$ cat config.mk
export PLATFORM = sky130hd
export DESIGN_NAME = core_idle_seq
export DESIGN_NICKNAME = d
export VERILOG_FILES = /design/src/rtl/core_idle_pkg.sv /design/src/rtl/core_idle_rst_sync.sv /design/src/rtl/core_idle_mode_reg.sv /design/src/rtl/core_idle_settle.sv /design/src/rtl/core_idle_fsm.sv /design/src/rtl/core_idle_seq.sv
export SDC_FILE = /design/constraint.sdc
export NUM_CORES = 1
export LEC_CHECK = 0
export BUFFER_PORTS_ARGS = -buffer_cell sky130_fd_sc_hd__buf_2
export CAP_MARGIN = 10
export CORE_MARGIN = 3
export CORE_UTILIZATION = 30
export DETAILED_ROUTE_END_ITERATION = 6
export GPL_ROUTABILITY_DRIVEN = 0
export GPL_TIMING_DRIVEN = 0
export PLACE_DENSITY = 0.62
export SLEW_MARGIN = 25
export SYNTH_ARGS = -nofsm -noshare
export SYNTH_HDL_FRONTEND = slang
export SYNTH_SLANG_ARGS = --single-unit
$ cat constraint.sdc
create_clock -name clk -period 1.74 [get_ports clk]
set_input_delay 0.348 -clock clk [delete_from_list [all_inputs] [get_ports clk]]
set_output_delay 0.348 -clock clk [all_outputs]
set_load 0.01 [all_outputs]
$ cat src/rtl/core_idle_pkg.sv
package core_idle_pkg;

  typedef enum logic [1:0] {
    MODE_STBY  = 2'd0,
    MODE_RET   = 2'd1,
    MODE_SOLO  = 2'd2,
    MODE_COORD = 2'd3
  } lpm_mode_t;

  localparam int unsigned STEP_W = 4;

  typedef enum logic [STEP_W-1:0] {
    ST_IDLE   = 4'd0,
    ST_GATE   = 4'd1,
    ST_VDOWN  = 4'd2,
    ST_RST    = 4'd3,
    ST_PWROFF = 4'd4,
    ST_WAIT   = 4'd5,
    ST_PWRON  = 4'd6,
    ST_UNRST  = 4'd7,
    ST_VUP    = 4'd8,
    ST_UNGATE = 4'd9,
    ST_CACHE  = 4'd10
  } lpm_step_t;

  function automatic logic mode_is_pd(lpm_mode_t m);
    return (m == MODE_SOLO) || (m == MODE_COORD);
  endfunction

endpackage

$ cat src/rtl/core_idle_rst_sync.sv
module core_idle_rst_sync #(
  parameter int unsigned STAGES = 2
) (
  input  logic clk,
  input  logic rst_n,
  output logic rst_sync_n
);
  logic [STAGES-1:0] chain_q;

  always_ff @(posedge clk or negedge rst_n) begin
    if (!rst_n) chain_q <= '0;
    else        chain_q <= {chain_q[STAGES-2:0], 1'b1};
  end

  assign rst_sync_n = chain_q[STAGES-1];
endmodule

$ cat src/rtl/core_idle_mode_reg.sv
module core_idle_mode_reg
  import core_idle_pkg::*;
(
  input  logic      clk,
  input  logic      rst_n,
  input  logic      wr_en_i,
  input  lpm_mode_t wr_mode_i,
  input  logic      seq_idle_i,
  input  logic      seq_start_i,
  input  logic      seq_finish_i,
  output lpm_mode_t mode_o
);
  lpm_mode_t mode_q, mode_d;
  logic      mode_en;

  always_comb begin
    mode_en = 1'b0;
    mode_d  = mode_q;
    if (seq_finish_i) begin
      mode_en = 1'b1;
      mode_d  = MODE_STBY;
    end else if (wr_en_i && seq_idle_i && !seq_start_i) begin
      mode_en = 1'b1;
      mode_d  = wr_mode_i;
    end
  end

  always_ff @(posedge clk or negedge rst_n) begin
    if (!rst_n)       mode_q <= MODE_STBY;
    else if (mode_en) mode_q <= mode_d;
  end

  assign mode_o = mode_q;
endmodule

$ cat src/rtl/core_idle_settle.sv
module core_idle_settle #(
  parameter int unsigned CNT_W = 8
) (
  input  logic             clk,
  input  logic             rst_n,
  input  logic             load_i,
  input  logic [CNT_W-1:0] load_val_i,
  input  logic             dec_i,
  output logic             zero_o
);
  logic [CNT_W-1:0] cnt_q, cnt_d;
  logic             cnt_en;

  always_comb begin
    cnt_en = load_i || dec_i;
    if (load_i) cnt_d = load_val_i;
    else        cnt_d = cnt_q - {{(CNT_W-1){1'b0}}, 1'b1};
  end

  always_ff @(posedge clk or negedge rst_n) begin
    if (!rst_n)      cnt_q <= '0;
    else if (cnt_en) cnt_q <= cnt_d;
  end

  assign zero_o = (cnt_q == '0);
endmodule

$ cat src/rtl/core_idle_fsm.sv
module core_idle_fsm
  import core_idle_pkg::*;
(
  input  logic      clk,
  input  logic      rst_n,
  input  logic      wfi_i,
  input  logic      wake_i,
  input  logic      cache_ready_i,
  input  lpm_mode_t mode_i,
  input  logic      settle_zero_i,
  output lpm_step_t step_o,
  output logic      start_o,
  output logic      finish_o,
  output logic      settle_load_o,
  output logic      settle_dec_o,
  output logic      done_o,
  output logic      clk_gate_o,
  output logic      ret_vreq_o,
  output logic      pwr_on_o,
  output logic      core_rst_o,
  output logic      deep_req_o
);
  lpm_step_t step_q, step_d;
  logic      done_q;
  logic      is_pd;

  assign is_pd = mode_is_pd(mode_i);

  // next-step selection
  always_comb begin
    step_d = step_q;
    unique case (step_q)
      ST_IDLE:   if (wfi_i) step_d = ST_GATE;
      ST_GATE: begin
        if (wake_i)                 step_d = ST_UNGATE;
        else if (mode_i == MODE_RET) step_d = ST_VDOWN;
        else if (is_pd)             step_d = ST_RST;
        else                        step_d = ST_WAIT;
      end
      ST_VDOWN:  step_d = wake_i ? ST_VUP   : ST_WAIT;
      ST_RST:    step_d = wake_i ? ST_UNRST : ST_PWROFF;
      ST_PWROFF: step_d = wake_i ? ST_PWRON : ST_WAIT;
      ST_WAIT: begin
        if (wake_i) begin
          if (is_pd)                   step_d = ST_PWRON;
          else if (mode_i == MODE_RET) step_d = ST_VUP;
          else                         step_d = ST_UNGATE;
        end
      end
      ST_PWRON:  if (settle_zero_i) step_d = ST_UNRST;
      ST_UNRST:  step_d = ST_UNGATE;
      ST_VUP:    if (settle_zero_i) step_d = ST_UNGATE;
      ST_UNGATE: step_d = ST_CACHE;
      ST_CACHE:  if (cache_ready_i) step_d = ST_IDLE;
      default:   step_d = ST_IDLE;
    endcase
  end

  always_comb begin
    start_o       = (step_q == ST_IDLE) && wfi_i;
    finish_o      = (step_q == ST_CACHE) && cache_ready_i;
    settle_load_o = ((step_d == ST_PWRON) && (step_q != ST_PWRON)) ||
                    ((step_d == ST_VUP)   && (step_q != ST_VUP));
    settle_dec_o  = ((step_q == ST_PWRON) || (step_q == ST_VUP)) && !settle_zero_i;
  end

  always_ff @(posedge clk or negedge rst_n) begin
    if (!rst_n) begin
      step_q <= ST_IDLE;
      done_q <= 1'b0;
    end else begin
      step_q <= step_d;
      done_q <= finish_o;
    end
  end

  // output decode: each entry step applies its action, each exit step undoes it
  always_comb begin
    clk_gate_o = 1'b0;
    ret_vreq_o = 1'b0;
    core_rst_o = 1'b0;
    pwr_on_o   = 1'b1;
    deep_req_o = 1'b0;
    unique case (step_q)
      ST_GATE, ST_RST, ST_UNRST, ST_VUP: clk_gate_o = 1'b1;
      ST_VDOWN: begin
        clk_gate_o = 1'b1;
        ret_vreq_o = 1'b1;
      end
      ST_PWROFF: begin
        clk_gate_o = 1'b1;
        pwr_on_o   = 1'b0;
      end
      ST_WAIT: begin
        clk_gate_o = 1'b1;
        ret_vreq_o = (mode_i == MODE_RET);
        pwr_on_o   = !is_pd;
        deep_req_o = (mode_i == MODE_COORD);
      end
      ST_PWRON:  clk_gate_o = 1'b1;
      default: ;
    endcase
    core_rst_o = is_pd && ((step_q == ST_RST) || (step_q == ST_PWROFF) ||
                           (step_q == ST_WAIT) || (step_q == ST_PWRON));
  end

  assign step_o = step_q;
  assign done_o = done_q;
endmodule

$ cat src/rtl/core_idle_seq.sv
module core_idle_seq
  import core_idle_pkg::*;
#(
  parameter int unsigned SETTLE_W = 8
) (
  input  logic                clk,
  input  logic                rst_n,
  input  logic                wfi_i,
  input  logic                wake_irq_i,
  input  logic                cache_ready_i,
  input  logic                mode_wr_i,
  input  logic [1:0]          mode_wdata_i,
  input  logic [SETTLE_W-1:0] settle_i,
  output logic                clk_gate_o,
  output logic                ret_vreq_o,
  output logic                pwr_on_o,
  output logic                core_rst_o,
  output logic                deep_req_o,
  output logic [STEP_W-1:0]   step_o,
  output logic                done_o,
  output logic [1:0]          mode_o
);
  logic      rst_int_n;
  lpm_mode_t mode_q;
  lpm_step_t step;
  logic      seq_start, seq_finish;
  logic      settle_load, settle_dec, settle_zero;

  core_idle_rst_sync #(.STAGES(2)) u_rst (
    .clk        (clk),
    .rst_n      (rst_n),
    .rst_sync_n (rst_int_n)
  );

  core_idle_mode_reg u_mode (
    .clk          (clk),
    .rst_n        (rst_int_n),
    .wr_en_i      (mode_wr_i),
    .wr_mode_i    (lpm_mode_t'(mode_wdata_i)),
    .seq_idle_i   (step == ST_IDLE),
    .seq_start_i  (seq_start),
    .seq_finish_i (seq_finish),
    .mode_o       (mode_q)
  );

  core_idle_settle #(.CNT_W(SETTLE_W)) u_settle (
    .clk        (clk),
    .rst_n      (rst_int_n),
    .load_i     (settle_load),
    .load_val_i (settle_i),
    .dec_i      (settle_dec),
    .zero_o     (settle_zero)
  );

  core_idle_fsm u_fsm (
    .clk           (clk),
    .rst_n         (rst_int_n),
    .wfi_i         (wfi_i),
    .wake_i        (wake_irq_i),
    .cache_ready_i (cache_ready_i),
    .mode_i        (mode_q),
    .settle_zero_i (settle_zero),
    .step_o        (step),
    .start_o       (seq_start),
    .finish_o      (seq_finish),
    .settle_load_o (settle_load),
    .settle_dec_o  (settle_dec),
    .done_o        (done_o),
    .clk_gate_o    (clk_gate_o),
    .ret_vreq_o    (ret_vreq_o),
    .pwr_on_o      (pwr_on_o),
    .core_rst_o    (core_rst_o),
    .deep_req_o    (deep_req_o)
  );

  assign step_o = step;
  assign mode_o = mode_q;
endmodule

## After elaboration in Yosys (flattened, before gate mapping)

Cells that the tools add are included.

| operators by class | value |
|---|---|
| multiply operators | 0 |
| reduce and logical (&&, ||, !) cells | 23 |
| multiplexer cells | 23 |
| equality and inequality tests | 17 |
| divide/modulo/power cells | 0 |
| shift-type cells | 0 |
| $add $sub $neg | 1 |
| magnitude comparators | 0 |
| bitwise gates (word level) | 0 |

Operators with widths:

| cell | number |
|---|---|
| one-hot mux 4 bit (11 select lines) | 1 |
| two-way mux 4 bit | 9 |
| == test 4 x 3 -> 1 bit, second input constant | 5 |
| == test 4 bit, second input constant | 4 |
| == test 4 x 2 -> 1 bit, second input constant | 2 |
| logical AND 1 bit | 8 |
| logical NOT 8 bit | 1 |
| two-way mux 2 bit | 4 |
| two-way mux 8 bit | 1 |
| OR reduction 8 bit | 1 |
| subtractor 8 x 1 -> 8 bit, second input constant | 1 |
| logical OR 1 bit | 7 |
| two-way mux 1 bit | 5 |
| == test 2 bit, second input constant | 2 |
| == test 4 x 1 -> 1 bit, second input constant | 1 |
| logical NOT 4 bit | 1 |
| != test 4 x 3 -> 1 bit, second input constant | 1 |
| != test 4 bit, second input constant | 1 |
| one-hot mux 1 bit (2 select lines) | 2 |
| logical NOT 1 bit | 3 |
| two-way mux 3 bit | 1 |
| == test 2 x 1 -> 1 bit, second input constant | 1 |
| AND reduction 2 bit | 1 |
| nonzero test 2 bit | 1 |

| storage, ports and cells | value |
|---|---|
| memory bits (read-only) | 0 |
| memory bits (writable) | 0 |
| register bits after elaboration | 17 |
| output and inout port bits | 12 |
| bits of input ports | 16 |
| bits in latches | 0 |
| logic and storage cells | 69 |
| memories | 0 |

## Logic depth before layout (Yosys ltp)

Gate-level depths: netlist (run 1).

| logic depth | value |
|---|---|
| word-level depth | 10 |
| mapped depth | 7 |
| gate-level depth less buffers | 7 |

## Hierarchy

A second synthesis (run 1) with hierarchy kept.

| second synthesis, totals | value |
|---|---|
| cells, all modules | 141 |
| area total of the unflattened synthesis | 1273.7 um2 |

By module, submodules not included:

| module | cells an instance | area an instance (um2) | times used | sequential area each (um2) |
|---|---|---|---|---|
| core_idle_fsm | 79 | 643.1 | 1 | 125.1 |
| core_idle_settle | 49 | 460.4 | 1 | 200.2 |
| core_idle_mode_reg | 9 | 103.8 | 1 | 50.0 |
| core_idle_rst_sync | 3 | 53.8 | 1 | 50.0 |
| core_idle_seq | 1 | 12.5 | 1 | 0.0 |

## Worst setup path before layout (run 1)

No wires, ideal clock.

| timing path | value |
|---|---|
| kind | register -> register |
| start | register u_mode.mode_q[1] (netlist: u_mode.mode_o[1]) |
| end | register u_settle.cnt_q[0] |
| cell stages (with the launch flop) | 8 |
| clock period less this slack | 2.012 ns |
| data arrival time | 1.887 ns |
| setup slack | -0.272 ns |
| cells stage by stage | dfrtp_1 -> clkbuf_1 -> or4_1 -> nor3_1 -> a31o_2 -> o31ai_4 -> nand3_4 -> mux2_2 |

| between the ends | value |
|---|---|
| word-level cells in the longest chain between the ends | 10 |
| elaborated cells between the ends (all ways) | 18 |
| those cells by class | eq/ne (5); mux (8); reduce/logical (5) |

Ends and longest elaborated chain:

| element | RTL line | RTL |
|---|---|---|
| start, declared | core_idle_mode_reg.sv:13 | `lpm_mode_t mode_q, mode_d;` |
| start signal, assigned | core_idle_mode_reg.sv:30 | `else if (mode_en) mode_q <= mode_d;` |
| == test 2 bit | core_idle_pkg.sv:27 | `return (m == MODE_SOLO) \|\| (m == MODE_COORD);` |
| logical OR 1 bit | core_idle_pkg.sv:27 |  |
| two-way mux 3 bit | core_idle_fsm.sv:37 | `else if (is_pd) step_d = ST_RST;` |
| two-way mux 4 bit | core_idle_fsm.sv:36 | `else if (mode_i == MODE_RET) step_d = ST_VDOWN;` |
| two-way mux 4 bit | core_idle_fsm.sv:35 | `if (wake_i) step_d = ST_UNGATE;` |
| one-hot mux 4 bit (11 select lines) (*) | core_idle_fsm.sv:32 | `unique case (step_q)` |
| net u_fsm.step_d[2] | core_idle_fsm.sv:23 | `lpm_step_t step_q, step_d;` |
| == test 4 x 3 -> 1 bit or == test 4 bit (tied branches) | core_idle_fsm.sv:62, core_idle_fsm.sv:63 |  |
| logical AND 1 bit, on equally long branches | core_idle_fsm.sv:62, core_idle_fsm.sv:63 |  |
| logical OR 1 bit (*) | core_idle_fsm.sv:62 | `settle_load_o = ((step_d == ST_PWRON) && (step_q != ST_PWRON)) \|\|` |
| two-way mux 8 bit or logical OR 1 bit (tied branches) | core_idle_settle.sv:16, core_idle_settle.sv:15 |  |
| end signal, assigned | core_idle_settle.sv:22 | `else if (cnt_en) cnt_q <= cnt_d;` |
| end, declared | core_idle_settle.sv:11 | `logic [CNT_W-1:0] cnt_q, cnt_d;` |

The timed path passes the listed nets; every way through them passes the cells marked *.
A chain may end at the register's enable or synchronous reset.

## Final worst setup path (run 1)

| timing path | value |
|---|---|
| start | register u_fsm.step_q[1] (netlist: u_fsm.step_o[1]) |
| end | register u_settle.cnt_q[2] |

| between the ends | value |
|---|---|
| word-level cells in the longest chain between the ends | 6 |
| elaborated cells between the ends (all ways) | 28 |
| those cells by class | eq/ne (14); mux (7); reduce/logical (7) |

Ends and longest elaborated chain:

| element | RTL line | RTL |
|---|---|---|
| start, declared | core_idle_fsm.sv:23 |  |
| start signal, assigned | core_idle_fsm.sv:72 | `step_q <= step_d;` |
| == test 4 bit, or another cell as far along | core_idle_fsm.sv:32 |  |
| one-hot mux 4 bit (11 select lines) (*) | core_idle_fsm.sv:32 |  |
| net u_fsm.step_d[2] | core_idle_fsm.sv:23 |  |
| == test 4 x 3 -> 1 bit or == test 4 bit (tied branches) | core_idle_fsm.sv:62, core_idle_fsm.sv:63 |  |
| logical AND 1 bit, on equally long branches | core_idle_fsm.sv:62, core_idle_fsm.sv:63 |  |
| logical OR 1 bit (*) | core_idle_fsm.sv:62 |  |
| two-way mux 8 bit or logical OR 1 bit (tied branches) | core_idle_settle.sv:16, core_idle_settle.sv:15 |  |

Marked as above.

==> impl_metrics.env, run 1 <==
export IMPL_status="finished, violations left"
export IMPL_nFillCells=375
export IMPL_grt_max_degree=16
export IMPL_area_growth_pct=39.6
export IMPL_synth_edf_count=0
export IMPL_ys_warnings_count=0
export IMPL_most_common_layout_cells="27 x buf_2, 15 x buf_4, 15 x dfrtp_1"
export IMPL_min_period_over_period_pct=117
export IMPL_grtUsageTotal_pct=13.1
export IMPL_cp_required_ns=1.87
export IMPL_hold_violations=0
export IMPL_tightest_slew_ns=0.618
export IMPL_wirelength_mm=3.10
export IMPL_drtAntennaViolNets=0
export IMPL_overflow=0
export IMPL_ys_types=54
export IMPL_setup_viol=11
export IMPL_leakage_nw=0.805
export IMPL_clk_path_buf_depth=2
export IMPL_die_area_sq_mm=0.00484
export IMPL_clock_sinks=17
export IMPL_ys_flop_type="dfrtp_1"
export IMPL_fin_skew_ns=0.00283
export IMPL_syn_nets=142
export IMPL_crit_type="reg -> reg"
export IMPL_avgRoutedWirePerCell_microns=14.0
export IMPL_async_flop_share_pct=100
export IMPL_drv_slew=0
export IMPL_final_common_cell="buf_2"
export IMPL_drtIter0Drc=46
export IMPL_final_nets=191
export IMPL_crit_family="compound AO/OA/AOI/OAI gates"
export IMPL_avgSynthCellArea_sq_um=9.71
export IMPL_peakVddDrop_v=0.00101
export IMPL_firstDrtPassIters=4
export IMPL_core_area_sq_mm=0.00377
export IMPL_timing_fmax_mhz=490
export IMPL_root_buffer="clkbuf_8"
export IMPL_final_setup_worst_slack_ns=-0.301
export IMPL_ys_seq_area_share_pct=35.1
export IMPL_crit_buf_inv=1
export IMPL_rsz0062_at_grt="true"
export IMPL_port_buffers=26
export IMPL_clock_latency_ns=0.25
export IMPL_post_route_util_pct=44.9
export IMPL_syn_inst=125
export IMPL_crit_slowest_cell="dfrtp_2"
export IMPL_die_w_microns=69.6
export IMPL_grt_pass1_vias=1159
export IMPL_via_per_inst=5.05
export IMPL_final_min_clock_period_ns=2.04
export IMPL_worst_path_max_fanout=8
export IMPL_clk_pin_slew_ns=0.06
export IMPL_dp_cells=199
export IMPL_timing_hold_ws_ns=0.254
export IMPL_pin_count=28
export IMPL_endpoint_kind="flip-flop"
export IMPL_drive_gt1_share_pct=48.6
export IMPL_drv_cap=0
export IMPL_initial_core_util_pct=32.2
export IMPL_grt_pass1_wl_mm=5.31
export IMPL_slowest_delay_ns=0.43
export IMPL_path_cells="buf_6, nor3b_2, o21ai_1, a31o_2, o31ai_4, nand3_4, mux2_4"
export IMPL_rows=22
export IMPL_diodes=0
export IMPL_hold_class="reg -> async"
export IMPL_vias=1117
export IMPL_dp_hpwl_mm=2.08
export IMPL_cts_made_buffers=3
export IMPL_synth_area_sq_mm=0.00121
export IMPL_arrival_ns=2.17
export IMPL_drc=0
export IMPL_htreeDepth=1
export IMPL_relSlewSlack_pct=58.8
export IMPL_die_y_microns=69.6
export IMPL_start_kind="flip-flop"
export IMPL_cts_tree="yes"
export IMPL_power_density_mw_per_mm2=2010
export IMPL_antenna_found_initial=0
export IMPL_synth_seq_cells=17
export IMPL_finalNonFillerCells=221
export IMPL_failed_checks="setup timing"
registers in the layout, indices dropped and copies added (netlist names):
signal	flops
u_fsm.done_o	1
u_fsm.step_o	4
u_mode.mode_o	2
u_rst.chain_q	2
u_settle.cnt_q	8
cells by family (layout without fill, tap and decap cells):
group | count (synthesis) | after routing | synth area share (%)
compound gates | 19 | 19 | 13.0
xor+xnor | 8 | 8 | 5.77
fa+ha+maj | 1 | 1 | 1.03
buf+inv | 14 | 62 | 6.08
flops | 17 | 17 | 35.1
mux | 9 | 9 | 9.07
other cells | 1 | 1 | 0.309
simple gates | 56 | 56 | 29.7
metrics by stage:
stage / TNS, ns / setup WS, ns / total power [mW] / instance area [sq um]
after floorplan: -1.63 / -0.216 / 2.19 / 1230
after global placement: -2.73 / -0.379 / 2.54 / 1420
after detailed placement: -2.81 / -0.378 / 2.60 / 1420
after CTS: -2.66 / -0.300 / 3.18 / 1600
after global routing: -3.55 / -0.377 / 3.64 / 1690
final: -2.64 / -0.301 / 3.40 / 1690
where the power goes:
group | internal [mW] | total, mW | switching (mW) | leakage, nW
Sequential | 0.576 | 0.803 | 0.227 | 0.205
Combinational | 1.22 | 2.31 | 1.09 | 0.577
Clock | 0.162 | 0.287 | 0.124 | 0.0228
Total | 1.96 | 3.40 | 1.44 | 0.805
cells in the mapped netlist (2+ instances only):
| master | n | area share (%) |
|---|---|---|
| nand2_1 | 9 | 2.8 |
| inv_1 | 7 | 2.2 |
| dfrtp_1 | 17 | 35 |
| nor4_1 | 4 | 2.1 |
| xnor2_1 | 5 | 3.6 |
| mux2_4 | 3 | 3.7 |
| a21oi_1 | 3 | 1.2 |
| nand3_1 | 5 | 2.1 |
| nor3_1 | 2 | 0.82 |
| mux2i_1 | 2 | 1.6 |
| or3_1 | 2 | 1.0 |
| o21ai_1 | 2 | 0.82 |
| buf_6 | 2 | 1.9 |
| nor2_1 | 13 | 4.0 |
| xor2_1 | 3 | 2.2 |
| o21ai_0 | 3 | 1.2 |
| or2_2 | 2 | 1.0 |
| mux2_2 | 4 | 3.7 |
| nor4b_1 | 2 | 1.4 |
layer usage:
layer | part of all wire (%) | up-vias | GRT usage, %
met5 | 0 | - | 0
met4 | 1.5 | 0 | 5.42
met3 | 5.8 | 4 | 2.61
met2 | 48 | 35 | 22.1
met1 | 44 | 538 | 16.1
li1 | - | 540 | -
path summary, 6_finish.rpt:
kind | start | end | slack (ns) | depth (start not counted)
max | u_fsm.step_o[1] | u_settle.cnt_q[2] | -0.30 | 7
min | u_rst.chain_q[1] | u_settle.cnt_q[3] | 0.25 | 0
max reg2reg | u_fsm.step_o[1] | u_settle.cnt_q[2] | -0.30 | 7
min reg2reg | u_rst.chain_q[1] | u_settle.cnt_q[3] | 0.25 | 0
max in group asynchronous | u_rst.chain_q[1] | u_fsm.step_o[1] | 1.05 | 0
min in group clk | settle_i[3] | u_settle.cnt_q[3] | 0.33 | 2
worst reg2reg max path, cell delays in order, from the launching register on:
cell,delay [ns]
dfrtp_2,0.43
buf_6,0.14
nor3b_2,0.15
o21ai_1,0.11
a31o_2,0.28
o31ai_4,0.28
nand3_4,0.20
mux2_4,0.35
area by class of cell:
class,count,area [sq um],share of cell area (%)
multi-input combinational,94,788,46.5
sequential,17,428,25.3
timing repair buffer,44,269,15.9
buffer,6,67.6,3.99
tap,48,60.1,3.55
clock buffer,4,45.0,2.66
inverter,8,36.3,2.14
repair_timing:
item,4_1_cts,5_1_grt
cloned,0,1
setup buffers,10,6
pin swaps,9,4
resized for setup,15,8
hold buffers,1,0
endpoints found under the hold margin,2,0
endpoints found under the setup margin,13,13
Power figures use the tool's default switching activity.
==> run 2: changes to the inputs <==
--- a/config.mk
+++ b/config.mk
@@ -12,7 +12,7 @@
 export DETAILED_ROUTE_END_ITERATION = 6
 export GPL_ROUTABILITY_DRIVEN = 0
 export GPL_TIMING_DRIVEN = 0
-export PLACE_DENSITY = 0.62
+export PLACE_DENSITY = 0.58
 export SLEW_MARGIN = 25
 export SYNTH_ARGS = -nofsm -noshare
 export SYNTH_HDL_FRONTEND = slang
==> constraint.sdc (replaced) <==
create_clock -name clk -period 1.74 [get_ports clk]
set_input_delay 0.261 -clock clk [delete_from_list [all_inputs] [get_ports clk]]
set_output_delay 0.261 -clock clk [all_outputs]
set_load 0.01 [all_outputs]
==> run 2 against run 1 <==
Against the previous run: the flow still finishes with violations (setup timing); die area is the same; sequential share of layout area grew 0.83 points; power shrank 3.7%; cell count shrank 1.4%; utilization shrank 1.4 points; wire length shrank 4.2%; register-to-register slack is essentially flat; combinational power shrank 5%; fmax shrank 0.49%; critical endpoint unchanged.
==> impl_metrics.env, run 2 (synthesis gave the netlist of run 1 again) <==
export IMPL_dp_hpwl_mm=2.05
export IMPL_most_common_layout_cells="27 x buf_2, 15 x dfrtp_1, 13 x buf_4"
export IMPL_initial_core_util_pct=32.2
export IMPL_core_area_sq_mm=0.00377
export IMPL_vias=1094
export IMPL_final_setup_worst_slack_ns=-0.311
export IMPL_cp_required_ns=1.88
export IMPL_drtIter0Drc=166
export IMPL_leakage_nw=0.778
export IMPL_pin_count=28
export IMPL_final_cell_area_sq_mm=0.00164
export IMPL_hold_class="in -> reg"
export IMPL_grt_pass1_vias=1068
export IMPL_holdPathStages=2
export IMPL_post_route_util_pct=43.5
export IMPL_crit_type="reg -> reg"
export IMPL_clock_sinks=17
export IMPL_wirelength_mm=2.97
export IMPL_drv_slew=0
export IMPL_htreeDepth=1
export IMPL_area_growth_pct=35.2
export IMPL_die_y_microns=69.6
export IMPL_clk_path_buf_depth=2
export IMPL_firstDrtPassIters=4
export IMPL_cts_tree="yes"
export IMPL_min_period_over_period_pct=118
export IMPL_dp_slack_ns=-0.436
export IMPL_endpoint_kind="flip-flop"
export IMPL_drc=0
export IMPL_drive_gt1_share_pct=48.2
export IMPL_clock_latency_ns=0.25
export IMPL_status="finished, violations left"
export IMPL_grtUsageTotal_pct=12.1
export IMPL_tightest_slew_ns=0.613
export IMPL_arrival_ns=2.19
export IMPL_nFillCells=369
export IMPL_top_register="u_settle.cnt_q"
export IMPL_start_kind="flip-flop"
export IMPL_timing_fmax_mhz=487
export IMPL_final_min_clock_period_ns=2.05
export IMPL_drv_cap=0
export IMPL_rows=22
export IMPL_final_common_cell="buf_2"
export IMPL_worst_path_max_fanout=8
export IMPL_rsz0062_at_grt="true"
export IMPL_diodes=0
export IMPL_fin_skew_ns=0.00344
export IMPL_antenna_found_initial=0
export IMPL_via_per_inst=5.02
export IMPL_clk_pin_slew_ns=0.07
export IMPL_avgRoutedWirePerCell_microns=13.6
export IMPL_grt_pass1_wl_mm=4.85
export IMPL_power_density_mw_per_mm2=2000
export IMPL_overflow=0
export IMPL_die_w_microns=69.6
export IMPL_reg2regPathDepth=7
export IMPL_drtAntennaViolNets=0
export IMPL_relSlewSlack_pct=59.1
export IMPL_failed_checks="setup timing"
export IMPL_setup_viol=9
export IMPL_grt_max_degree=16
export IMPL_root_buffer="clkbuf_8"
export IMPL_peakVddDrop_v=0.000758
export IMPL_largest_reg_flops=8
export IMPL_die_area_sq_mm=0.00484
export IMPL_timing_hold_ws_ns=0.233
export IMPL_port_buffers=26
export IMPL_final_nets=188
export IMPL_place_area_sq_mm=0.00142
export IMPL_cts_made_buffers=3
export IMPL_hold_violations=0
-- run 2: critical path, cell delays in order, from the launching register on --
cell	delay, ns
dfrtp_2	0.46
buf_6	0.15
nor3b_2	0.18
o21ai_1	0.11
o22a_1	0.22
o31ai_4	0.30
nand3_4	0.18
mux2_4	0.33
-- run 2: area by class of cell --
class,count,area [sq um],share of cell area [%]
Clock buffer,3,41.3,2.52
Buffer,6,67.6,4.12
Clock inverter,1,5.00,0.305
Inverter,8,33.8,2.06
Multi-Input combinational cell,94,762,46.5
Sequential cell,17,428,26.1
Timing Repair Buffer,41,243,14.8
Tap cell,48,60.1,3.66
-- run 2: final timing paths --
kind / start / endpoint / slack (ns)
min in group asynchronous: u_rst.chain_q[1] / u_settle.cnt_q[5] / 0.25
max in group asynchronous: u_rst.chain_q[1] / u_fsm.step_o[1] / 1.06
setup / recovery: u_fsm.step_o[1] / u_settle.cnt_q[2] / -0.31
hold reg to reg: u_rst.chain_q[1] / u_settle.cnt_q[5] / 0.25
hold / removal: settle_i[5] / u_settle.cnt_q[5] / 0.23
setup reg to reg: u_fsm.step_o[1] / u_settle.cnt_q[2] / -0.31
-- run 2: what timing repair did --
action / in CTS / in global routing
hold endpoints to repair: 2 / 0
hold buffers: 1 / 0
cloned: 0 / 1
pin swaps: 5 / 1
gates resized for setup: 10 / 5
setup endpoints to repair: 10 / 11
setup buffers: 7 / 6
-- run 2: per-layer routing --
metal | GRT usage, % | vias up | wire length [microns]
li1 | - | 534 | -
met1 | 15.0 | 516 | 1260
met2 | 20.4 | 37 | 1470
met3 | 2.32 | 7 | 180
met4 | 4.99 | 0 | 52
met5 | 0 | - | 0
-- run 2: per-stage QoR --
step | power, mW | setup TNS [ns] | std cells
floorplan | 2.19 | -1.63 | 125
global placement | 2.56 | -2.72 | 199
detailed placement | 2.58 | -3.20 | 199
CTS | 3.11 | -2.39 | 211
global route | 3.54 | -3.42 | 218
finish | 3.28 | -2.43 | 218
-- run 2: where the power goes --
group          total [mW]  internal (mW)  switching (mW)
Sequential          0.790          0.576           0.214
Combinational        2.19           1.17            1.03
Clock               0.293          0.159           0.134
Total                3.28           1.90            1.37
